===== config.mk =====
export PLATFORM = sky130hd
export DESIGN_NAME = wdog_timer
export DESIGN_NICKNAME = d
export VERILOG_FILES = /design/src/rtl/wdog_pkg.sv /design/src/rtl/wdog_counter.sv /design/src/rtl/wdog_csr.sv /design/src/rtl/wdog_irq_gate.sv /design/src/rtl/wdog_timer.sv
export SDC_FILE = /design/constraint.sdc
export NUM_CORES = 1
export LEC_CHECK = 0
export CELL_PAD_IN_SITES_DETAIL_PLACEMENT = 0
export CELL_PAD_IN_SITES_GLOBAL_PLACEMENT = 1
export CORE_MARGIN = 2
export CORE_UTILIZATION = 36
export CTS_CLUSTER_DIAMETER = 40
export DETAILED_ROUTE_END_ITERATION = 8
export GPL_TIMING_DRIVEN = 0
export PLACE_DENSITY_LB_ADDON = 0.1
export SLEW_MARGIN = 0
export SYNTH_ARGS = -nofsm -noshare
export SYNTH_HDL_FRONTEND = slang
export SYNTH_SLANG_ARGS = --single-unit
export TNS_END_PERCENT = 20

===== constraint.sdc =====
create_clock -name clk -period 2.2 [get_ports clk]
set_input_delay 0.66 -clock clk [delete_from_list [all_inputs] [get_ports clk]]
set_output_delay 0.66 -clock clk [all_outputs]
set_load 0.01 [all_outputs]

===== src/rtl/wdog_pkg.sv =====
package wdog_pkg;
  localparam int CSR_W = 8;
  localparam int PSC_W = 4;

  typedef struct packed {
    logic             flag;
    logic             ie;
    logic             psc_hi;
    logic             unlock;
    logic             re;
    logic [2:0]       psc_lo;
  } wdog_csr_t;

  function automatic logic [PSC_W-1:0] csr_psc(input logic [CSR_W-1:0] b);
    return {b[5], b[2:0]};
  endfunction
endpackage


===== src/rtl/wdog_counter.sv =====
module wdog_counter #(
  parameter int BASE_EXP = 11,
  parameter int PSC_MAX  = 9
) (
  input  logic                      clk,
  input  logic                      rst,
  input  logic                      kick,
  input  logic [wdog_pkg::PSC_W-1:0] psc,
  output logic                      tmo
);
  localparam int CW    = BASE_EXP + PSC_MAX;
  localparam int CODES = 1 << wdog_pkg::PSC_W;

  logic [CW-1:0] cnt_q;
  logic [CW-1:0] term_tab [CODES];
  logic          hit;

  for (genvar g = 0; g < CODES; g++) begin : g_term
    localparam int SH = BASE_EXP + ((g > PSC_MAX) ? PSC_MAX : g);
    if (SH >= CW) begin : g_full
      assign term_tab[g] = '1;
    end else begin : g_part
      assign term_tab[g] = CW'((64'd1 << SH) - 64'd1);
    end
  end

  assign hit = (cnt_q >= term_tab[psc]);
  assign tmo = hit && !kick;

  always_ff @(posedge clk) begin
    if (rst || kick || hit) cnt_q <= '0;
    else                    cnt_q <= cnt_q + CW'(1);
  end

  p_kick_clears_r3: assert property (@(posedge clk) disable iff (rst)
    kick |=> (cnt_q == '0));
endmodule


===== src/rtl/wdog_csr.sv =====
module wdog_csr #(
  parameter int UNLOCK_WIN = 4
) (
  input  logic                        clk,
  input  logic                        rst,
  input  logic                        rst_en_init,
  input  logic                        wr_en,
  input  logic [wdog_pkg::CSR_W-1:0]  wr_data,
  input  logic                        tmo,
  input  logic                        irq_ack,
  output logic                        flag_q,
  output logic                        ie_q,
  output logic                        re_q,
  output logic                        flag_nxt,
  output logic                        ie_nxt,
  output logic [wdog_pkg::PSC_W-1:0]  psc_q,
  output logic [wdog_pkg::CSR_W-1:0]  csr_byte
);
  import wdog_pkg::*;
  localparam int WW = $clog2(UNLOCK_WIN + 1);
  localparam logic [WW-1:0] WIN_LOAD = WW'(UNLOCK_WIN);

  logic [WW-1:0] win_q;
  logic          win_open;
  logic          clr_req;
  wdog_csr_t     view;

  assign win_open = (win_q != '0);
  assign clr_req  = (wr_en && wr_data[7]) || irq_ack;

  always_comb begin
    ie_nxt = wr_en ? wr_data[6] : ie_q;
    if (tmo && ie_q && re_q) ie_nxt = 1'b0;
    flag_nxt = flag_q;
    if (clr_req)       flag_nxt = 1'b0;
    if (tmo && ie_q)   flag_nxt = 1'b1;
  end

  always_ff @(posedge clk) begin
    if (rst) begin
      win_q  <= '0;
      re_q   <= rst_en_init;
      psc_q  <= '0;
      ie_q   <= 1'b0;
      flag_q <= 1'b0;
    end else begin
      if (wr_en && wr_data[4]) win_q <= WIN_LOAD;
      else if (win_open)       win_q <= win_q - WW'(1);
      if (wr_en && win_open) begin
        re_q  <= wr_data[3];
        psc_q <= csr_psc(wr_data);
      end
      ie_q   <= ie_nxt;
      flag_q <= flag_nxt;
    end
  end

  always_comb begin
    view.flag   = flag_q;
    view.ie     = ie_q;
    view.psc_hi = psc_q[3];
    view.unlock = win_open;
    view.re     = re_q;
    view.psc_lo = psc_q[2:0];
    csr_byte    = view;
  end

  p_locked_fields_r4: assert property (@(posedge clk) disable iff (rst)
    (wr_en && !win_open) |=> ($stable(re_q) && $stable(psc_q)));
  p_window_opens_r4: assert property (@(posedge clk) disable iff (rst)
    (wr_en && wr_data[4]) |=> (csr_byte[4] == 1'b1));
  p_flag_sticky_r9: assert property (@(posedge clk) disable iff (rst)
    (flag_q && !irq_ack && !(wr_en && wr_data[7])) |=> flag_q);
endmodule


===== src/rtl/wdog_irq_gate.sv =====
module wdog_irq_gate (
  input  logic clk,
  input  logic rst,
  input  logic flag_nxt,
  input  logic ie_nxt,
  input  logic gie,
  input  logic tmo,
  input  logic ie_q,
  input  logic re_q,
  output logic irq,
  output logic rst_req
);
  always_ff @(posedge clk) begin
    if (rst) begin
      irq     <= 1'b0;
      rst_req <= 1'b0;
    end else begin
      irq     <= flag_nxt && ie_nxt && gie;
      rst_req <= tmo && re_q && !ie_q;
    end
  end

  p_rst_one_cycle_r6: assert property (@(posedge clk) disable iff (rst)
    rst_req |=> !rst_req);
  p_irq_needs_gie_r10: assert property (@(posedge clk) disable iff (rst)
    irq |-> $past(gie));
endmodule


===== src/rtl/wdog_timer.sv =====
module wdog_timer #(
  parameter int BASE_EXP   = 11,
  parameter int PSC_MAX    = 9,
  parameter int UNLOCK_WIN = 4
) (
  input  logic       clk,
  input  logic       rst,
  input  logic       rst_en_init,
  input  logic       wr_en,
  input  logic [7:0] wr_data,
  output logic [7:0] rd_data,
  input  logic       kick,
  input  logic       gie,
  input  logic       irq_ack,
  output logic       irq,
  output logic       rst_req
);
  import wdog_pkg::*;

  logic             tmo;
  logic             flag_q, ie_q, re_q, flag_nxt, ie_nxt;
  logic [PSC_W-1:0] psc_q;

  wdog_counter #(.BASE_EXP(BASE_EXP), .PSC_MAX(PSC_MAX)) u_cnt (
    .clk(clk), .rst(rst), .kick(kick), .psc(psc_q), .tmo(tmo)
  );

  wdog_csr #(.UNLOCK_WIN(UNLOCK_WIN)) u_csr (
    .clk(clk), .rst(rst), .rst_en_init(rst_en_init),
    .wr_en(wr_en), .wr_data(wr_data), .tmo(tmo), .irq_ack(irq_ack),
    .flag_q(flag_q), .ie_q(ie_q), .re_q(re_q),
    .flag_nxt(flag_nxt), .ie_nxt(ie_nxt), .psc_q(psc_q), .csr_byte(rd_data)
  );

  wdog_irq_gate u_gate (
    .clk(clk), .rst(rst), .flag_nxt(flag_nxt), .ie_nxt(ie_nxt), .gie(gie),
    .tmo(tmo), .ie_q(ie_q), .re_q(re_q), .irq(irq), .rst_req(rst_req)
  );

  p_irq_source_r10: assert property (@(posedge clk) disable iff (rst)
    irq |-> (flag_q && ie_q));
  p_irq_mode_no_reset_r5: assert property (@(posedge clk) disable iff (rst)
    (tmo && ie_q && !re_q) |=> (!rst_req && flag_q));
endmodule


== After elaboration in Yosys (flattened, before gate mapping) ==
Memory sizes are Yosys's and may differ from the RTL's.
Cells that the tools add are included.
W data, S select, Z words.

* Register bits: 32
* ROM bits: 320
* Memories: 1
* Bits of input ports: 15
* Logic and storage cells: 44
* Memory bits (writable): 0
* Output and inout bits: 10
* Latch bits: 0

* Eq/ne operators: 0
* Multipliers: 0
* Bitwise logic cells: 1
* $lt $le $gt $ge: 2
* Muxes and demuxes: 10
* $add $sub $neg: 2
* Reductions and logical operators: 19
* Shift operators: 0
* Divide/modulo/power cells: 0

{| class="wikitable"
|+ Memory list
! memory !! words !! width !! read ports !! clocked after Yosys merged registers in !! write ports !! line !! RTL
|-
| (name not given) || 16 || 20 || 1 || 0 || 0 || wdog_counter.sv:27 || <nowiki>assign hit = (cnt_q >= term_tab[psc]);</nowiki>
|}

{| class="wikitable"
|+ Operators with widths
! cell !! count
|-
| $mux W20 || 2
|-
| $add A20 B1 Y20 const B || 1
|-
| $ge A20 B20 Y1 || 1
|-
| $logic_and A1 B1 Y1 || 10
|-
| $mux W1 || 6
|-
| $mux W3 || 2
|-
| $ge A5 B5 Y1 const B || 1
|-
| $not A4 Y5 || 1
|-
| $reduce_bool A2 Y1 || 2
|-
| $logic_or A1 B1 Y1 || 3
|-
| $reduce_bool A3 Y1 || 1
|-
| $sub A3 B1 Y3 const B || 1
|-
| $logic_not A1 Y1 || 2
|-
| $reduce_or A2 Y1 || 1
|}

== Longest topological paths before layout ==
Gate-level depths: netlist (run 1).

* Depth after elaboration: 11
* Mapped depth: 10
* Depth with buffers taken out: 8

== Modules after synthesis ==
From an unflattened synthesis (run 1), not the netlist that was laid out.

* Cell total of the unflattened synthesis: 193
* Area total of the unflattened synthesis: 1,762.9 um^2

{| class="wikitable"
|+ By module, submodules not included
! module !! cells each !! area an instance (um^2) !! sequential area each (um^2) !! times used
|-
| wdog_counter || 134 || 1,172.4 || 400.4 || 1
|-
| wdog_csr || 55 || 526.8 || 210.2 || 1
|-
| wdog_irq_gate || 4 || 63.8 || 40.0 || 1
|}

== Worst setup path after synthesis (run 1) ==
OpenSTA, ideal clock, no wires.

* Kind: register to register
* Start point: register u_csr.psc_q[2] (netlist name)
* End point: register u_cnt.cnt_q[10]
* Library setup time: 64 ps
* Cell stages (with the launch flop): 11
* Clock period less this slack: 2,284 ps
* Buffers on the path: 2
* Data arrival time: 2,220 ps
* Slack: -84 ps
* Required time: 2,136 ps
* Cells stage by stage: dfxtp_1 -> clkbuf_1 -> a21oi_1 -> a21boi_0 -> ha_1 -> a21oi_1 -> o21ai_0 -> a221oi_2 -> nand3_4 -> buf_4 -> nor2_1

* Word-level cells in the longest chain between the ends: 6

{| class="wikitable"
|+ Ends and longest elaborated chain
! element !! line !! RTL
|-
| start: declaration || wdog_csr.sv:16 || <nowiki>output logic [wdog_pkg::PSC_W-1:0] psc_q,</nowiki>
|-
| start signal: assignment || wdog_csr.sv:51 || <nowiki>psc_q <= csr_psc(wr_data);</nowiki>
|-
| $not A4 Y5 (not written as such) || wdog_counter.sv:27 ||
|-
| $mem_v2 Z16 W20 || - ||
|-
| $mux W20 (not written as such) (2 in a row) || wdog_counter.sv:27 ||
|-
| $ge A20 B20 Y1 || wdog_counter.sv:27 ||
|-
| $logic_or A1 B1 Y1 || wdog_counter.sv:31 || <nowiki>if (rst || kick || hit) cnt_q <= '0;</nowiki>
|-
| end signal: assignment || wdog_counter.sv:32 || <nowiki>else cnt_q <= cnt_q + CW'(1);</nowiki>
|-
| end: declaration || wdog_counter.sv:14 || <nowiki>logic [CW-1:0] cnt_q;</nowiki>
|}

Every way passes these cells. The select of a mux whose other input is x is not followed.
A chain may end at the register's enable or synchronous reset.

== Worst setup path in the final report (run 1) ==
* Start point: register u_csr.ie_q
* End point: output port rd_data[6]

{| class="wikitable"
|+ RTL lines
! element !! line !! RTL
|-
| start: declaration || wdog_csr.sv:12 || <nowiki>output logic ie_q,</nowiki>
|-
| start signal: assignment || wdog_csr.sv:53 || <nowiki>ie_q <= ie_nxt;</nowiki>
|-
| end: declaration || wdog_timer.sv:11 || <nowiki>output logic [7:0] rd_data,</nowiki>
|}

No word-level cell between the ends.

==> metrics.yaml, run 1 <==
detailed_routing:
  drtAntennaViolNets: 0
  dr_total_vias: 1404
  wire_per_inst_um: 13.0
  routed_wl_um: 3680
  drc: 0
  drt_iter0_markers: 55
  via_per_inst: 4.96
  firstDrtPassIters: 4
cts:
  numCtsBuffers: 5
  clkTransAtPathRegs_ns: 0.07
  cts_tree: "done"
  clock_latency_ns: 0.28
  cts_max_path_buffers: 2
  hold_buffers: 0
  clkSinkCount: 32
  clockRootBuffer: "clkbuf_8"
  htreeDepth: 2
worst_setup_path:
  r2r_slack_ns: 0.16
  rr_worst_depth: 10
  startpoint_type: "register"
  r2r_end: "u_cnt.cnt_q[1]$_SDFF_PP0_"
  r2r-start: "u_csr.psc_q[2]$_SDFFE_PP0P_"
  critPathMaxFanout: 6
  end_kind: "output pin"
  critPathArrivalTime_ns: 1.42
  crit_type: "reg -> out"
  critPathRequiredTime_ns: 1.54
timing:
  finalClockSkew_ns: 0.00609
  worst_pin_slew_ns: 0.459
  relSlewSlack_pct: 69.4
  hold_violations: 0
  fin_hold_ws_ns: 0.474
  finalCritPeriodShare_pct: 94.7
  fin_setup_tns_ns: 0
  grt_setup_unrepaired: "false"
  finalSetupViolations: 0
  slew_violations: 0
  fmax_mhz: 480
  finalCriticalPeriod_ns: 2.08
hold_path:
  hold_class: "reg -> reg"
  hold_end: "u_cnt.cnt_q[0]$_SDFF_PP0_"
  min_from: "u_cnt.cnt_q[0]$_SDFF_PP0_"
  whs_path_depth: 1
placement:
  io_buffers: 23
  routabilityCongestion: 0.782
  place_area_um2: 2000
  post-dp-hpwl_um: 2770
power_and_ir_drop:
  power.density_nw_per_um2: 801
  irDropWorstVdd_uv: 620
  p_leak_uw: 0.000830
finish:
  drive_gt1_share_pct: 21.0
  areaGrowthSynthToFinish_pct: 31.1
  final_area_um2: 2230
  n_fill_cell: 471
  antenna_cells: 0
  regArea_um2: 663
  final_util_pct: 48.2
  nNetsFinal: 255
  multi_input_area_um2: 1010
floorplanning:
  die_w_um: 72.8
  fp.coreArea_um2: 4630
  die_h_um: 72.8
  ios: 25
  row_count: 25
  start_util_pct: 36.8
  die_area_um2: 5300
grt:
  grt_pass1_vias: 1441
  grt_antenna_before_repair: 0
  grt_overflow_total: 0
  grt_pass1_wl_um: 6320
  grt_max_degree: 12
  grt.total_usage_pct: 15.4
run:
  maxCapViolCount: 0
logic_synthesis:
  ys_seq_area_share_pct: 38.2
  avgSynthCellArea_um2: 8.88
  syn-num-nets: 219
  ys_seq_elements: 32
  ys_types: 36
  yosysWarnings: 0
  postSynthCellCount: 192
  synth_area_um2: 1700
outcome:
  status: "finished, final reports clean"
## where the power goes
group / internal [uW] / switching, uW / total [uW]
clock network: 335 / 232 / 567
logic: 274 / 256 / 530
registers: 634 / 57.3 / 691
total: 1240 / 545 / 1790
## registers in the layout, indices dropped and copies added, names as in the netlist
register,flops
u_gate.rst_req,1
u_cnt.cnt_q,20
u_csr.re_q,1
u_csr.win_q,3
u_gate.irq,1
u_csr.psc_q,4
u_csr.flag_q,1
u_csr.ie_q,1
## timing repair
| item | in CTS | in global routing |
|---|---|---|
| cloned | 1 | 0 |
| setup buffers | 7 | 1 |
| pin swaps | 2 | 2 |
| resized for setup | 11 | 13 |
| endpoints found under the setup margin | 25 | 23 |
## metrics by stage
| stage | power, uW | std cells | setup slack [ns] |
|---|---|---|---|
| after global placement | 1150 | 269 | -0.293 |
| after floorplan | 1010 | 192 | 0.000564 |
| final | 1790 | 283 | 0.117 |
| after CTS | 1800 | 284 | 0.0117 |
| after global routing | 1900 | 283 | 0.00438 |
| after detailed placement | 1170 | 269 | -0.385 |
## cell usage in the layout (no fill, tap or decap), drive strengths merged, types with 6 or more instances in the layout
master         synthesis  routed
inv                    6       6
dfxtp                 31      31
nand4                  6       6
ha                    12      12
clkdlybuf4s50          0      22
nor3                   6       6
nor2                  24      24
xnor2                  8       8
xor2                  10      10
buf                    7      16
nand2                 17      17
clkbuf                 5       7
and3                   6       6
a21oi                 10      10
nand3                 17      17
## cells by family after synthesis
logic type | share of synthesized area, %
AND/OR/NAND/NOR | 26.8
buffers and inverters | 5.36
XOR/XNOR | 9.25
multiplexers | 1.84
AO/OA/AOI/OAI | 9.77
flip-flops | 38.2
adder cells (fa/ha/maj) | 8.81
## synthesized netlist by cell type
cell type | number | area share, %
dfxtp_1 | 31 | 36
nor2_1 | 24 | 5.3
nand2_1 | 17 | 3.7
nand3_1 | 15 | 4.4
ha_1 | 12 | 8.8
a21oi_1 | 10 | 2.9
xor2_1 | 10 | 5.1
xnor2_1 | 8 | 4.1
buf_4 | 6 | 2.6
inv_1 | 6 | 1.3
nand4_1 | 6 | 2.2
nor3_1 | 6 | 1.8
clkbuf_1 | 5 | 1.1
a211oi_1 | 4 | 1.8
o21ai_0 | 4 | 1.2
and3_1 | 3 | 1.1
and3_2 | 3 | 1.3
mux2i_1 | 2 | 1.2
nand2b_1 | 2 | 0.73
nand3_4 | 2 | 2.1
a211oi_2 | 1 | 0.73
a21boi_0 | 1 | 0.44
a21o_1 | 1 | 0.44
a221oi_2 | 1 | 0.88
a31oi_1 | 1 | 0.37
a41o_1 | 1 | 0.59
and2_4 | 1 | 0.51
and4_1 | 1 | 0.51
and4_2 | 1 | 0.59
buf_2 | 1 | 0.29
edfxtp_1 | 1 | 1.8
mux2_2 | 1 | 0.66
nor4_1 | 1 | 0.37
nor4_2 | 1 | 0.73
nor4bb_4 | 1 | 1.5
o31ai_1 | 1 | 0.44
## worst max-delay path: stages, from the launching register on
cell and delay, ns:
dfxtp_1 0.47, buf_4 0.16, clkdlybuf4s50_1 0.52
## area by class of cell
class | instances | share of cell area, %
Clock inverter | 3 | 1.90
Clock buffer | 5 | 3.08
Buffer | 9 | 2.75
Multi-Input combinational cell | 142 | 45.1
Sequential cell | 32 | 29.7
Inverter | 6 | 1.01
Tap cell | 54 | 3.03
Timing Repair Buffer | 32 | 13.4
## routing by layer
layer / up-vias / GRT usage [%] / share of wire, %
met2: 19 / 27.0 / 52
met5: - / 0 / 0
li1: 738 / - / -
met4: 0 / 6.79 / 1.4
met1: 642 / 18.2 / 44
met3: 5 / 2.90 / 2.3
## worst max path at each step
| stage | slack, ns | cells after the start | endpoint | from |
|---|---|---|---|---|
| global placement | -0.29 | 10 | u_cnt.cnt_q[13]$_SDFF_PP0_ | u_csr.psc_q[2]$_SDFFE_PP0P_ |
| CTS | 0.01 | 11 | u_cnt.cnt_q[1]$_SDFF_PP0_ | u_csr.psc_q[2]$_SDFFE_PP0P_ |
| finish | 0.12 | 2 | rd_data[6] | u_csr.ie_q$_SDFF_PP0_ |
| global route | 0.004 | 10 | u_cnt.cnt_q[18]$_SDFF_PP0_ | u_csr.psc_q[2]$_SDFFE_PP0P_ |
| floorplan | 0.0006 | 10 | u_cnt.cnt_q[10]$_SDFF_PP0_ | u_csr.psc_q[2]$_SDFFE_PP0P_ |
| detailed placement | -0.39 | 10 | u_cnt.cnt_q[9]$_SDFF_PP0_ | u_csr.psc_q[2]$_SDFFE_PP0P_ |
No activity file was read; power rests on OpenSTA's default activity.
==> run 2, diff against run 1 <==
--- a/config.mk
+++ b/config.mk
@@ -8,7 +8,7 @@
 export CELL_PAD_IN_SITES_DETAIL_PLACEMENT = 0
 export CELL_PAD_IN_SITES_GLOBAL_PLACEMENT = 1
 export CORE_MARGIN = 2
-export CORE_UTILIZATION = 36
+export CORE_UTILIZATION = 37
 export CTS_CLUSTER_DIAMETER = 40
 export DETAILED_ROUTE_END_ITERATION = 8
 export GPL_TIMING_DRIVEN = 0
@@ -16,5 +16,6 @@
 export SLEW_MARGIN = 0
 export SYNTH_ARGS = -nofsm -noshare
 export SYNTH_HDL_FRONTEND = slang
+export SYNTH_HIERARCHICAL = 1
 export SYNTH_SLANG_ARGS = --single-unit
 export TNS_END_PERCENT = 20
==> run 2 against run 1 <==
The run now ends with negative setup slack left. Non-clock buffer count up 3. Sequential power down 5.1%. Setup slack worse by 0.19 ns. Register-to-register slack worse by 0.24 ns. Via count up 6.6%. Critical path type is now reg -> reg. Critical endpoint is now u_gate/irq$_SDFF_PP0_.
==> metrics.yaml, run 2 <==
grt:
  grt.total_usage_pct: 15.8
  grt_pass1_wl_um: 6560
  grt_pass1_vias: 1515
  grt_antenna_before_repair: 0
  grt_overflow_total: 0
  grt_max_degree: 11
power_and_ir_drop:
  power_frac_seq_pct: 36.1
  switchingPower_uw: 522
  power.density_nw_per_um2: 780
  irDropWorstVdd_uv: 492
  clockPowerShare_pct: 30.5
  power_uw: 1820
  comb_power_share_pct: 33.4
  p_int_uw: 1290
  swShare_pct: 28.7
  p_leak_uw: 0.000867
logic_synthesis:
  muxShareOfSynthArea_pct: 4.05
  synth_top_family_by_area: "simple AND/OR/NAND/NOR gates"
  synthFlopType: "dfxtp_1"
  syn-num-nets: 221
  synth_area_um2: 1760
  synthXorXnorAreaFrac_pct: 7.45
  postSynthCellCount: 193
  synthAdderAreaFrac_pct: 9.23
  yosysMostFrequentCell: "dfxtp_1"
  synthArstFlopShare_pct: 0
  synth_compound_area_share_pct: 10.0
  synth_simple_gate_area_share_pct: 24.6
  avgSynthCellArea_um2: 9.13
  ys_seq_elements: 32
  netlist_top_cells_count: "31 x dfxtp_1, 20 x nor3_1, 13 x ha_1"
  yosysWarnings: 6
  synth_largest_area_cell: "dfxtp_1"
  ys_types: 48
  ys_seq_area_share_pct: 36.9
  synthTopCellsByArea: "dfxtp_1 35%, ha_1 9.2%, nor3_1 5.7%"
  synth_edf_count: 1
  yosys.area.top_type_share_pct: 35.2
finish:
  multi_input_area_um2: 1080
  antenna_cells: 0
  regArea_um2: 658
  final_common_cell: "dfxtp_1"
  largest_reg_flops: 20
  reg_top3: "u_cnt/cnt_q: 20 flops, u_csr/psc_q: 4 flops, u_csr/win_q: 3 flops"
  final_util_pct: 49.9
  nNetsFinal: 255
  areaGrowthSynthToFinish_pct: 32.0
  drive_gt1_share_pct: 23.2
  regMostFlops: "u_cnt/cnt_q"
  mostFrequentLayoutCells: "27 x dfxtp_1, 23 x clkdlybuf4s50_1, 20 x nor3_1"
  n_fill_cell: 418
floorplanning:
  ios: 25
  die_h_um: 73.0
  die_w_um: 73.0
  die_area_um2: 5330
  fp.coreArea_um2: 4660
  row_count: 25
  start_util_pct: 37.8
outcome:
  status: "finished, violations left"
  failed_checks: "negative setup slack"
timing:
  worst_pin_slew_ns: 0.515
  grt_setup_unrepaired: "true"
  hold_violations: 0
  finalClockSkew_ns: 0.00937
  fmax_mhz: 439
  relSlewSlack_pct: 65.7
  slew_violations: 0
  setup_slack_ns: -0.0765
  finalSetupViolations: 1
  finalCritPeriodShare_pct: 103
  finalCriticalPeriod_ns: 2.28
  fin_setup_tns_ns: -0.0765
  fin_hold_ws_ns: 0.493
hold_path:
  min_from: "u_cnt/cnt_q[0]$_SDFF_PP0_"
  whs_path_depth: 1
  hold_end: "u_cnt/cnt_q[0]$_SDFF_PP0_"
  hold_class: "reg -> reg"
placement:
  post-dp-hpwl_um: 2880
  routabilityCongestion: 0.799
  io_buffers: 24
worst_setup_path:
  end_kind: "register"
  critPathMaxFanout: 4
  r2r_end: "u_gate/irq$_SDFF_PP0_"
  r2r_slack_ns: -0.08
  r2r-start: "u_csr/psc_q[1]$_SDFFE_PP0P_"
  crit_type: "reg -> reg"
  startpoint_type: "register"
  critPathArrivalTime_ns: 2.46
  critPathRequiredTime_ns: 2.39
  rr_worst_depth: 9
cts:
  htreeDepth: 2
  clockRootBuffer: "clkbuf_8"
  numCtsBuffers: 5
  clkTransAtPathRegs_ns: 0.07
  clock_latency_ns: 0.29
  cts_max_path_buffers: 2
  hold_buffers: 0
  clkSinkCount: 32
  cts_tree: "done"
run:
  maxCapViolCount: 0
detailed_routing:
  via_per_inst: 5.31
  drt_iter0_markers: 64
  wire_per_inst_um: 13.9
  drc: 0
  firstDrtPassIters: 4
  dr_total_vias: 1497
  routed_wl_um: 3930
  drtAntennaViolNets: 0
[run 2: worst max-delay path by stage]
| stage | endpoint | depth (start not counted) | slack, ns | startpoint |
|---|---|---|---|---|
| 2_1_floorplan | u_gate/irq$_SDFF_PP0_ | 10 | 0.0003 | u_csr/psc_q[0]$_SDFFE_PP0P_ |
| 6_report | u_gate/irq$_SDFF_PP0_ | 9 | -0.08 | u_csr/psc_q[1]$_SDFFE_PP0P_ |
| 5_1_grt | u_gate/irq$_SDFF_PP0_ | 9 | -0.17 | u_csr/psc_q[1]$_SDFFE_PP0P_ |
| 4_1_cts | u_gate/irq$_SDFF_PP0_ | 9 | -0.13 | u_csr/psc_q[1]$_SDFFE_PP0P_ |
| 3_5_place_dp | u_gate/irq$_SDFF_PP0_ | 10 | -0.22 | u_csr/psc_q[0]$_SDFFE_PP0P_ |
| 3_3_place_gp | u_gate/irq$_SDFF_PP0_ | 10 | -0.15 | u_csr/psc_q[0]$_SDFFE_PP0P_ |
[run 2: power by group through the flow]
stage	Sequential [uW]	Clock [uW]	Combinational (uW)
after global placement	661	0	454
final	656	554	606
after CTS	653	565	537
after global routing	661	598	664
after floorplan	665	0	330
after detailed placement	664	0	477
[run 2: logic make-up (layout without fill, tap and decap cells)]
logic type	after synthesis	count (layout)
fa+ha+maj	13	13
compound gates	25	25
mux	7	7
xor+xnor	15	15
flops	32	32
simple gates	75	75
buf+inv	26	61
[run 2: area by class of cell]
class / count / share of cell area (%)
multi-input cells: 135 / 46.3
flip-flops and latches: 32 / 28.3
repair buffers: 31 / 12.5
plain buffers: 13 / 3.87
clock buffers: 6 / 3.12
well taps: 54 / 2.90
clock inverters: 2 / 1.51
inverters: 9 / 1.45
[run 2: worst max-delay path, stage by stage (launching register included)]
cell      delay [ns]
dfxtp_4         0.35
or2_4           0.27
o21ai_4         0.14
ha_4            0.15
nand4_1         0.13
or3_4           0.38
o221ai_4        0.21
nor2b_4         0.23
a31oi_4         0.10
and4b_2         0.23
[run 2: layer usage]
metal	vias to the layer above	wire length, um	GRT usage [%]
li1	751	-	-
met1	711	1840	19.9
met2	30	1860	25.1
met3	5	201	6.08
met4	0	29	4.53
met5	-	0	0
[run 2: timing repair]
action / CTS / global route
gates resized for setup: 5 / 15
buffers inserted: 7 / 0
pin swaps: 7 / 5
setup endpoints to repair: 25 / 25
[run 2: metrics by stage]
stage	area, um2	instances	worst slack [ns]
floorplan	1790	193	0.000327
global placement	2090	271	-0.152
detailed placement	2090	271	-0.221
CTS	2250	282	-0.134
global route	2330	282	-0.173
finish	2330	282	-0.0765
